<file path="src/rtl/irq_entry_pkg.sv">
// Shared types for the interrupt entry sequencer.
// Assumes nothing beyond a synthesizable enum encoding.
package irq_entry_pkg;
    typedef enum logic [1:0] {
        ST_IDLE = 2'd0,
        ST_PUSH = 2'd1,
        ST_DONE = 2'd2
    } seq_state_t;
endpackage

</file>
<file path="src/rtl/irq_entry_pick.sv">
// Chooses the request to service: a reset request gives vector 0, otherwise
// the lowest set pending bit i gives vector i+1 and a one-hot clear mask.
// Assumes VW is wide enough to hold NUM_SRC.
module irq_entry_pick #(
    parameter int NUM_SRC = 8,
    parameter int VW      = 4
) (
    input  logic               reset_req,
    input  logic [NUM_SRC-1:0] pend,
    output logic [VW-1:0]      vec,
    output logic [NUM_SRC-1:0] mask,
    output logic               any
);
    // Priority select: scan from high to low so the lowest set bit wins.
    always_comb begin
        vec  = '0;
        mask = '0;
        for (int i = NUM_SRC - 1; i >= 0; i--) begin
            if (pend[i]) begin
                vec     = VW'(i + 1);
                mask    = '0;
                mask[i] = 1'b1;
            end
        end
        if (reset_req) begin
            vec  = '0;
            mask = '0;
        end
    end

    // Something to service.
    assign any = reset_req | (|pend);
endmodule

</file>
<file path="src/rtl/irq_entry_bytesel.sv">
// Picks byte idx of the captured return address for the current push.
// Assumes idx < PC_BYTES; any larger index yields zero.
module irq_entry_bytesel #(
    parameter int PC_BYTES = 2,
    parameter int CW       = 1
) (
    input  logic [8*PC_BYTES-1:0] pc,
    input  logic [CW-1:0]         idx,
    output logic [7:0]            data
);
    logic [7:0] lane [PC_BYTES];

    genvar g;
    generate
        for (g = 0; g < PC_BYTES; g++) begin : g_lane
            assign lane[g] = pc[8*g +: 8];
        end
    endgenerate

    // Byte mux over the lanes.
    always_comb begin
        data = 8'h00;
        for (int i = 0; i < PC_BYTES; i++) begin
            if (int'(idx) == i) data = lane[i];
        end
    end
endmodule

</file>
<file path="src/rtl/irq_entry_seq.sv">
// Interrupt entry sequencer. When idle and gie is set it accepts a reset
// request or a pending source, pushes PC_BYTES return-address bytes low first
// at sp, sp-1, ..., then presents the handler address for one cycle together
// with the global-enable clear and the one-hot pending-bit clear.
// Assumes the core holds off fetch while busy and applies the clears on done.
module irq_entry_seq #(
    parameter int PC_BYTES  = 2,
    parameter int LONG_CALL = 1,
    parameter int NUM_SRC   = 8
) (
    input  logic                  clk,
    input  logic                  rst_n,
    input  logic                  reset_req,
    input  logic [NUM_SRC-1:0]    irq_pend,
    input  logic                  gie,
    input  logic [8*PC_BYTES-1:0] pc_in,
    input  logic [15:0]           sp_in,
    output logic                  busy,
    output logic                  mem_we,
    output logic [15:0]           mem_addr,
    output logic [7:0]            mem_wdata,
    output logic                  done,
    output logic [8*PC_BYTES-1:0] pc_out,
    output logic [15:0]           sp_out,
    output logic                  gie_clr,
    output logic [NUM_SRC-1:0]    ack_mask
);
    import irq_entry_pkg::*;

    localparam int PCW  = 8 * PC_BYTES;
    localparam int CW   = (PC_BYTES > 1) ? $clog2(PC_BYTES) : 1;
    localparam int VW   = $clog2(NUM_SRC + 1);
    localparam int SLOT = (LONG_CALL != 0) ? 2 : 1;

    seq_state_t         state;
    logic [CW-1:0]      cnt;
    logic [15:0]        sp_r;
    logic [PCW-1:0]     pc_r;
    logic [VW-1:0]      vec_r;
    logic [NUM_SRC-1:0] mask_r;
    logic [VW-1:0]      pick_vec;
    logic [NUM_SRC-1:0] pick_mask;
    logic               pick_any;
    logic [7:0]         push_byte;

    irq_entry_pick #(.NUM_SRC(NUM_SRC), .VW(VW)) u_pick (
        .reset_req (reset_req),
        .pend      (irq_pend),
        .vec       (pick_vec),
        .mask      (pick_mask),
        .any       (pick_any)
    );

    irq_entry_bytesel #(.PC_BYTES(PC_BYTES), .CW(CW)) u_bytesel (
        .pc   (pc_r),
        .idx  (cnt),
        .data (push_byte)
    );

    // Sequence control: capture on accept, one push per cycle, then done.
    always_ff @(posedge clk) begin
        if (!rst_n) begin
            state  <= ST_IDLE;
            cnt    <= '0;
            sp_r   <= '0;
            pc_r   <= '0;
            vec_r  <= '0;
            mask_r <= '0;
        end else begin
            case (state)
                ST_IDLE: begin
                    if (gie && pick_any) begin
                        state  <= ST_PUSH;
                        cnt    <= '0;
                        sp_r   <= sp_in;
                        pc_r   <= pc_in;
                        vec_r  <= pick_vec;
                        mask_r <= pick_mask;
                    end
                end
                ST_PUSH: begin
                    sp_r <= sp_r - 16'd1;
                    cnt  <= cnt + CW'(1);
                    if (cnt == CW'(PC_BYTES - 1)) state <= ST_DONE;
                end
                default: state <= ST_IDLE;
            endcase
        end
    end

    // Port drive from the current state.
    always_comb begin
        busy      = (state != ST_IDLE);
        mem_we    = (state == ST_PUSH);
        mem_addr  = sp_r;
        mem_wdata = mem_we ? push_byte : 8'h00;
        done      = (state == ST_DONE);
        gie_clr   = done;
        sp_out    = sp_r;
        pc_out    = done ? PCW'(vec_r) * PCW'(SLOT) : '0;
        ack_mask  = done ? mask_r : '0;
    end


    no_accept_chk: assert property (@(posedge clk) disable iff (!rst_n)
        (!busy && !gie) |=> !busy);

    ack_onehot_chk: assert property (@(posedge clk) disable iff (!rst_n)
        $onehot0(ack_mask));

    sp_step_chk: assert property (@(posedge clk) disable iff (!rst_n)
        (mem_we && $past(mem_we)) |-> (mem_addr == $past(mem_addr) - 16'd1));

    done_pulse_chk: assert property (@(posedge clk) disable iff (!rst_n)
        done |=> !done);

    done_after_push_chk: assert property (@(posedge clk) disable iff (!rst_n)
        done |-> $past(mem_we));

    busy_hold_chk: assert property (@(posedge clk) disable iff (!rst_n)
        (busy && !done) |=> busy);
endmodule

</file>
<file path="config.mk">
export PLATFORM = sky130hd
export DESIGN_NAME = irq_entry_seq
export DESIGN_NICKNAME = d
export VERILOG_FILES = /design/src/rtl/irq_entry_pkg.sv /design/src/rtl/irq_entry_pick.sv /design/src/rtl/irq_entry_bytesel.sv /design/src/rtl/irq_entry_seq.sv
export SDC_FILE = /design/constraint.sdc
export NUM_CORES = 1
export LEC_CHECK = 0
export ABC_AREA = 1
export BUFFER_PORTS_ARGS = -buffer_cell sky130_fd_sc_hd__clkbuf_2
export CAP_MARGIN = 0
export CORE_MARGIN = 4
export CORE_UTILIZATION = 52
export CTS_CLUSTER_SIZE = 14
export DETAILED_ROUTE_END_ITERATION = 10
export PLACE_DENSITY_LB_ADDON = 0.1
export SLEW_MARGIN = 20
export SYNTH_ARGS = -nofsm -noshare
export SYNTH_HDL_FRONTEND = slang
export SYNTH_SLANG_ARGS = --single-unit
</file>
<file path="constraint.sdc">
create_clock -name clk -period 2.1 [get_ports clk]
set_input_delay 0.105 -clock clk [delete_from_list [all_inputs] [get_ports clk]]
set_output_delay 0.105 -clock clk [all_outputs]
set_load 0.01 [all_outputs]
</file>
Word-level counts from Yosys, hierarchy flattened
Cells that the tools add are included.
Storage, ports and cells
  bits in registers: 47
  bits in latches: 0
  RAM bits: 0
  bits in read-only memories: 0
  input bits: 44
  output and inout port bits: 68
  word-level logic and storage cells: 50
  memories: 0
Operators by class
  add/subtract/negate cells: 2
  multipliers: 0
  div/mod/pow operators: 0
  magnitude comparators: 0
  equal/unequal tests: 4
  shift-type cells: 0
  multiplexer cells: 29
  bitwise operators: 1
  reduce and logical (&&, ||, !) cells: 8
Operator list (count)
  8-bit two-way mux: 12
  4-bit two-way mux: 9
  16-bit case mux with 2 select lines: 1
  16-bit two-way mux: 1
  16-bit by 1-bit subtractor with 16-bit output (second input constant): 1
  8-bit OR reduction: 1
  2-bit AND reduction: 3
  5-bit two-way mux: 1
  2-bit two-way mux: 2
  2-bit case mux with 2 select lines: 1
  2-bit nonzero test: 2
  2-bit by 1-bit == test with 1-bit output (second input constant): 1
  2-bit == test (second input constant): 1
  2-bit logical NOT: 1
  2-bit by 1-bit != test with 1-bit output (second input constant): 1
  2-bit != test (second input constant): 1
  1-bit case mux with 2 select lines: 1
  1-bit adder (second input constant): 1
  1-bit logical AND: 1
  1-bit two-way mux: 1
  1-bit OR: 1

Depth between registers and ports, before layout
  depth in word-level cells: 9
  gate-level depth with buffers: 10
  gate-level depth less buffers: 10

Modules after synthesis
Synthesis repeated with hierarchy kept, for this count alone.
Unflattened totals
  cells, all modules: 445
  area total of the unflattened synthesis: 2793.9 µm²
By module, submodules not included
  irq_entry_seq: times used 1, cells each 382, area an instance 2527.4 µm², sequential area each 940.9 µm²
  irq_entry_pick: times used 1, cells each 37, area an instance 161.4 µm², sequential area each 0.0 µm²
  irq_entry_bytesel: times used 1, cells each 26, area an instance 105.1 µm², sequential area each 0.0 µm²

Least setup slack after synthesis
Ideal clock, no wire load.
  path type: reg2reg
  start: register sp_r[0], in the netlist mem_addr[0]
  end: register sp_r[12], in the netlist mem_addr[12]
  library setup time: 117 ps
  data arrival time: 1238 ps
  data required time: 1983 ps
  setup slack: 745 ps
  cell stages (with the launch flop): 10
  path buffers: 0
  period minus slack after synthesis: 1355 ps
  path through: dfxtp_1 inv_1 ha_1 inv_1 nor3_1 nand3_1 nand2_1 nand3_1 o21ai_0 nor2_1
On the way
  cells in the longest elaborated chain, start to end: 2
Ends and longest elaborated chain
  start, declared: RTL line irq_entry_seq.sv:37  | logic [15:0] sp_r;
  start signal, assigned: RTL line irq_entry_seq.sv:75  | sp_r <= sp_in;
  start signal, assigned: RTL line irq_entry_seq.sv:82  | sp_r <= sp_r - 16'd1;
  16-bit by 1-bit subtractor with 16-bit output: RTL line irq_entry_seq.sv:82
  16-bit case mux with 2 select lines: RTL line irq_entry_seq.sv:70  | case (state)
Every way passes these cells.
A chain may end at the register's enable or synchronous reset.

Worst setup path after layout
  start: register state[1]
  end: output mem_wdata[7]
On the way
  cells in the longest elaborated chain, start to end: 2
Ends and longest elaborated chain
  start, declared: RTL line irq_entry_seq.sv:35  | seq_state_t state;
  start signal, assigned: RTL line irq_entry_seq.sv:63  | state <= ST_IDLE;
  start signal, assigned: RTL line irq_entry_seq.sv:73  | state <= ST_PUSH;
  start signal, assigned: RTL line irq_entry_seq.sv:84  | if (cnt == CW'(PC_BYTES - 1)) state <= ST_DONE;
  2-bit by 1-bit == test with 1-bit output: RTL line irq_entry_seq.sv:94  | mem_we = (state == ST_PUSH);
  8-bit two-way mux: RTL line irq_entry_seq.sv:96  | mem_wdata = mem_we ? push_byte : 8'h00;
  end, declared: RTL line irq_entry_seq.sv:21  | output logic [7:0] mem_wdata,
Every way passes these cells.

==> flow_results.org <==
** Outcome
- The flow ran to the end, and the final reports show no timing, DRC or antenna violations.

** Floorplanning
- Ports :: 112
- The die is 80.8 um wide.
- Effective utilization at floorplan :: approximately 54%
- Core Footprint :: 0.00511 sq mm
- The floorplan step set the die height to 80.8 um.
- The floorplan has 26 rows.
- Die area :: between 0.006 and 0.007 sq mm

** Pwr
- The analysis attributes to cell leakage a power of approximately 0.0016 uW.
- Maximum vdd drop :: around 350 uV
- Dividing total power by cell area gives a power density of 709 mW/mm^2.

** STA
- Worst clock skew :: 0.00514 ns
- Worst-Margin Slew :: 0.551 ns
- Share of the cycle needed by the critical path after routing :: 88.3%
- Unrepaired setup endpoints after global routing :: false
- Final Critical Period :: 1.85 ns
- Hold timing on the final database bottoms out at a slack of 0.0457 ns.
- The hold violation total from the final report came to 0.
- Static timing analysis puts the maximum clock frequency at 0.540 GHz.
- Adding up every negative setup slack in the final design gives 0 ns.
- The max-slew violation count was 0.
- Endpoints failing setup :: 0
- Measured against its own limit, the worst slew margin works out to 63.3%.

** Worst setup path
- The worst setup path is launched from a flop.
- Critical path data arrival time :: about 1.8 ns
- Beginning of the critical path :: state[1]
- In this run the worst setup path terminates at mem_wdata[7].
- The setup path with the least slack is of type reg -> out.
- Endpoint of the worst register-to-register path :: pc_r[11]
- The worst setup path is captured at a primary output.
- For the worst flop-to-flop path, the logic depth is 6.
- Of all nets on the critical path, the largest fanout is 17.
- Required time worst endpoint :: 2.00 ns
- For flop-to-flop paths, the worst setup slack is around 0.44 ns.
- Launch point of the worst reg-to-reg path :: state[0]

** Yosys
- Number of warnings printed during yosys synthesis :: 0
- After synthesis, the most frequently instantiated cells are 81 x nor2_1, 57 x inv_1, 50 x nand2_1.
- Post-synth design cell area :: 0.00275 sq mm
- Sequential elements use between 30% and 40% of the synthesized area.
- Synthesized flop and latch total :: between 40 and 50
- Among all flip-flop cells after synthesis, the most frequent one is dfxtp_1.
- Yosys attributes the largest share of cell area to dfxtp_1 33%, nor2_1 11%, buf_4 8.5%.
- Share of flip-flops with an asynchronous set or reset after synthesis :: 0%
- The share of synthesized area in the top cell type comes to 33.4%.
- Number of enable flip-flop cells after synthesis :: 0
- The most common cell in the synthesized netlist is nor2_1.
- Synthesis instantiated 37 different standard cells from the library.
- A synthesized cell averages 6.54 sq um.
- In the synthesized netlist, the number of instances is 421.
- Summed over all instances, the cell type with the most area after synthesis is dfxtp_1.

** Place
- After detailed placement, the total cell area comes to 0.00308 sq mm.
- At the end of routability-driven placement, the weighted congestion stood at ~0.81.
- Input and output buffers added on the ports amount to 99.
- Once detailed placement completed, the half-perimeter wirelength came to 5060 um.

** CTS
- Number of buffers created by CTS :: 5
- Number of hold buffers added after cts :: 0
- Root buffer cell :: clkbuf_8
- Clock latency on the worst-skew pair :: 0.31 ns
- Buffers added to address setup during post-CTS repair amount to 0.
- Maximum number of buffers from clock root to sink :: 2
- Num Clock Sinks :: 46
- The H-tree was split into 2 levels.
- Clock slew at the register clock pins of the worst setup and hold paths :: 0.09 ns
- Clock tree from TritonCTS :: built
- Number of gates given a new drive strength after cts :: 0

** Route
- Number of vias per cell after detailed routing :: 4.84
- First-iteration detailed-routing DRC count :: 94
- Across all layers, the routed design uses 2,742 vias.
- For this block, the routed nets add up to 6670 um of wire.
- In the routed design, unresolved DRC markers number 0.
- Per-cell routed wire length :: 11.8 um
- The count of nets left with antenna violations once routing finished came out at 0.
- Detailed-routing iteration count for the pre-antenna-repair pass :: 4

** GRT
- Global-route wire length before repair :: 10,900 um
- The number of antenna violations at the first check in global routing is 0.
- Summed over all layers, the global routing overflow is 0.
- The via count of the first global-routing pass is 2,439.
- Global routing used 21.3% of the available tracks across all layers.
- Entering global routing, the biggest net connects 36 pins.

** Worst hold path
- Classification of the worst-slack hold path :: in -> reg
- Hold Crit Start :: pc_in[15]

** Flow run
- Count of maximum capacitance violations :: 0

** Final layout
- Final Cell Area :: 0.00318 sq mm
- Diodes inserted :: 0
- The area growth from synthesis to layout is 15.4%.
- In the final design database the tool counted 541 nets.
- Fraction of layout instances using a drive strength above 1 :: 26.2%
==> area by class of cell <==
class | instances | area, sq um
clock buffers | 5 | 68.8
well taps | 70 | 87.6
flip-flops and latches | 46 | 921
fillers | 517 | 1930
multi-input cells | 280 | 1320
repair buffers | 104 | 533
clock inverters | 3 | 25.0
inverters | 59 | 221
==> where the power goes <==
group          switching [uW]  internal [uW]
clock network             332            241
logic                     408            241
registers                76.3            956
total                     816           1440
==> cell families after synthesis <==
logic type	share of synthesized area, %
flops	33.4
other cells	0.136
compound gates	15.3
xor+xnor	0.636
simple gates	29.7
fa+ha+maj	0.454
buf+inv	20.4
==> metrics by stage <==
step / total power (uW) / instances / setup WS [ns] / util [%]
global route: 2410 / 567 / 0.0708 / 62.2
global placement: 1690 / 559 / 0.487 / 60.4
floorplan: 1560 / 432 / 0.745 / -
CTS: 2270 / 567 / 0.251 / 62.2
finish: 2250 / 567 / 0.247 / 62.2
detailed placement: 1700 / 559 / 0.469 / 60.4
==> sequential cells by signal, indices dropped and copies added, names as in the netlist <==
name / cells
vec_r: 4
state: 2
mem_addr: 16
pc_r: 16
mask_r: 7
cnt: 1
==> cell usage in the layout (no fill, tap or decap), types with 6 or more instances in the layout <==
cell and n:
conb_1 12, o21ai_1 6, nor2_1 81, dfxtp_1 46, nor2_2 7, nand2_1 50, clkbuf_2 99, inv_1 57
o21ai_0 36, a21oi_1 25, nand3_1 32
==> critical path, cell delays in order, from the launching register on <==
cell and delay [ns]:
dfxtp_1 0.34, inv_1 0.06, nand2_2 0.13, clkinv_1 0.43, nand3_1 0.21, o21ai_0 0.13, clkbuf_2 0.15
==> layer usage <==
layer	routed length [um]	up-vias	track usage (%)
met1	2910	1214	26.3
met3	438	9	4.99
li1	-	1442	-
met4	98	0	6.93
met2	3220	77	36.7
met5	0	-	0
==> worst min path at each step <==
stage                              end  slack [ns]  depth (start not counted)
after floorplan              mask_r[1]        0.24                          2
after global placement    mem_addr[12]        0.36                          3
after detailed placement      pc_r[15]        0.37                          3
after CTS                     pc_r[15]        0.04                          3
after global routing           pc_r[9]        0.05                          3
final                         pc_r[15]        0.05                          3
No activity file was read; power rests on OpenSTA's default activity.
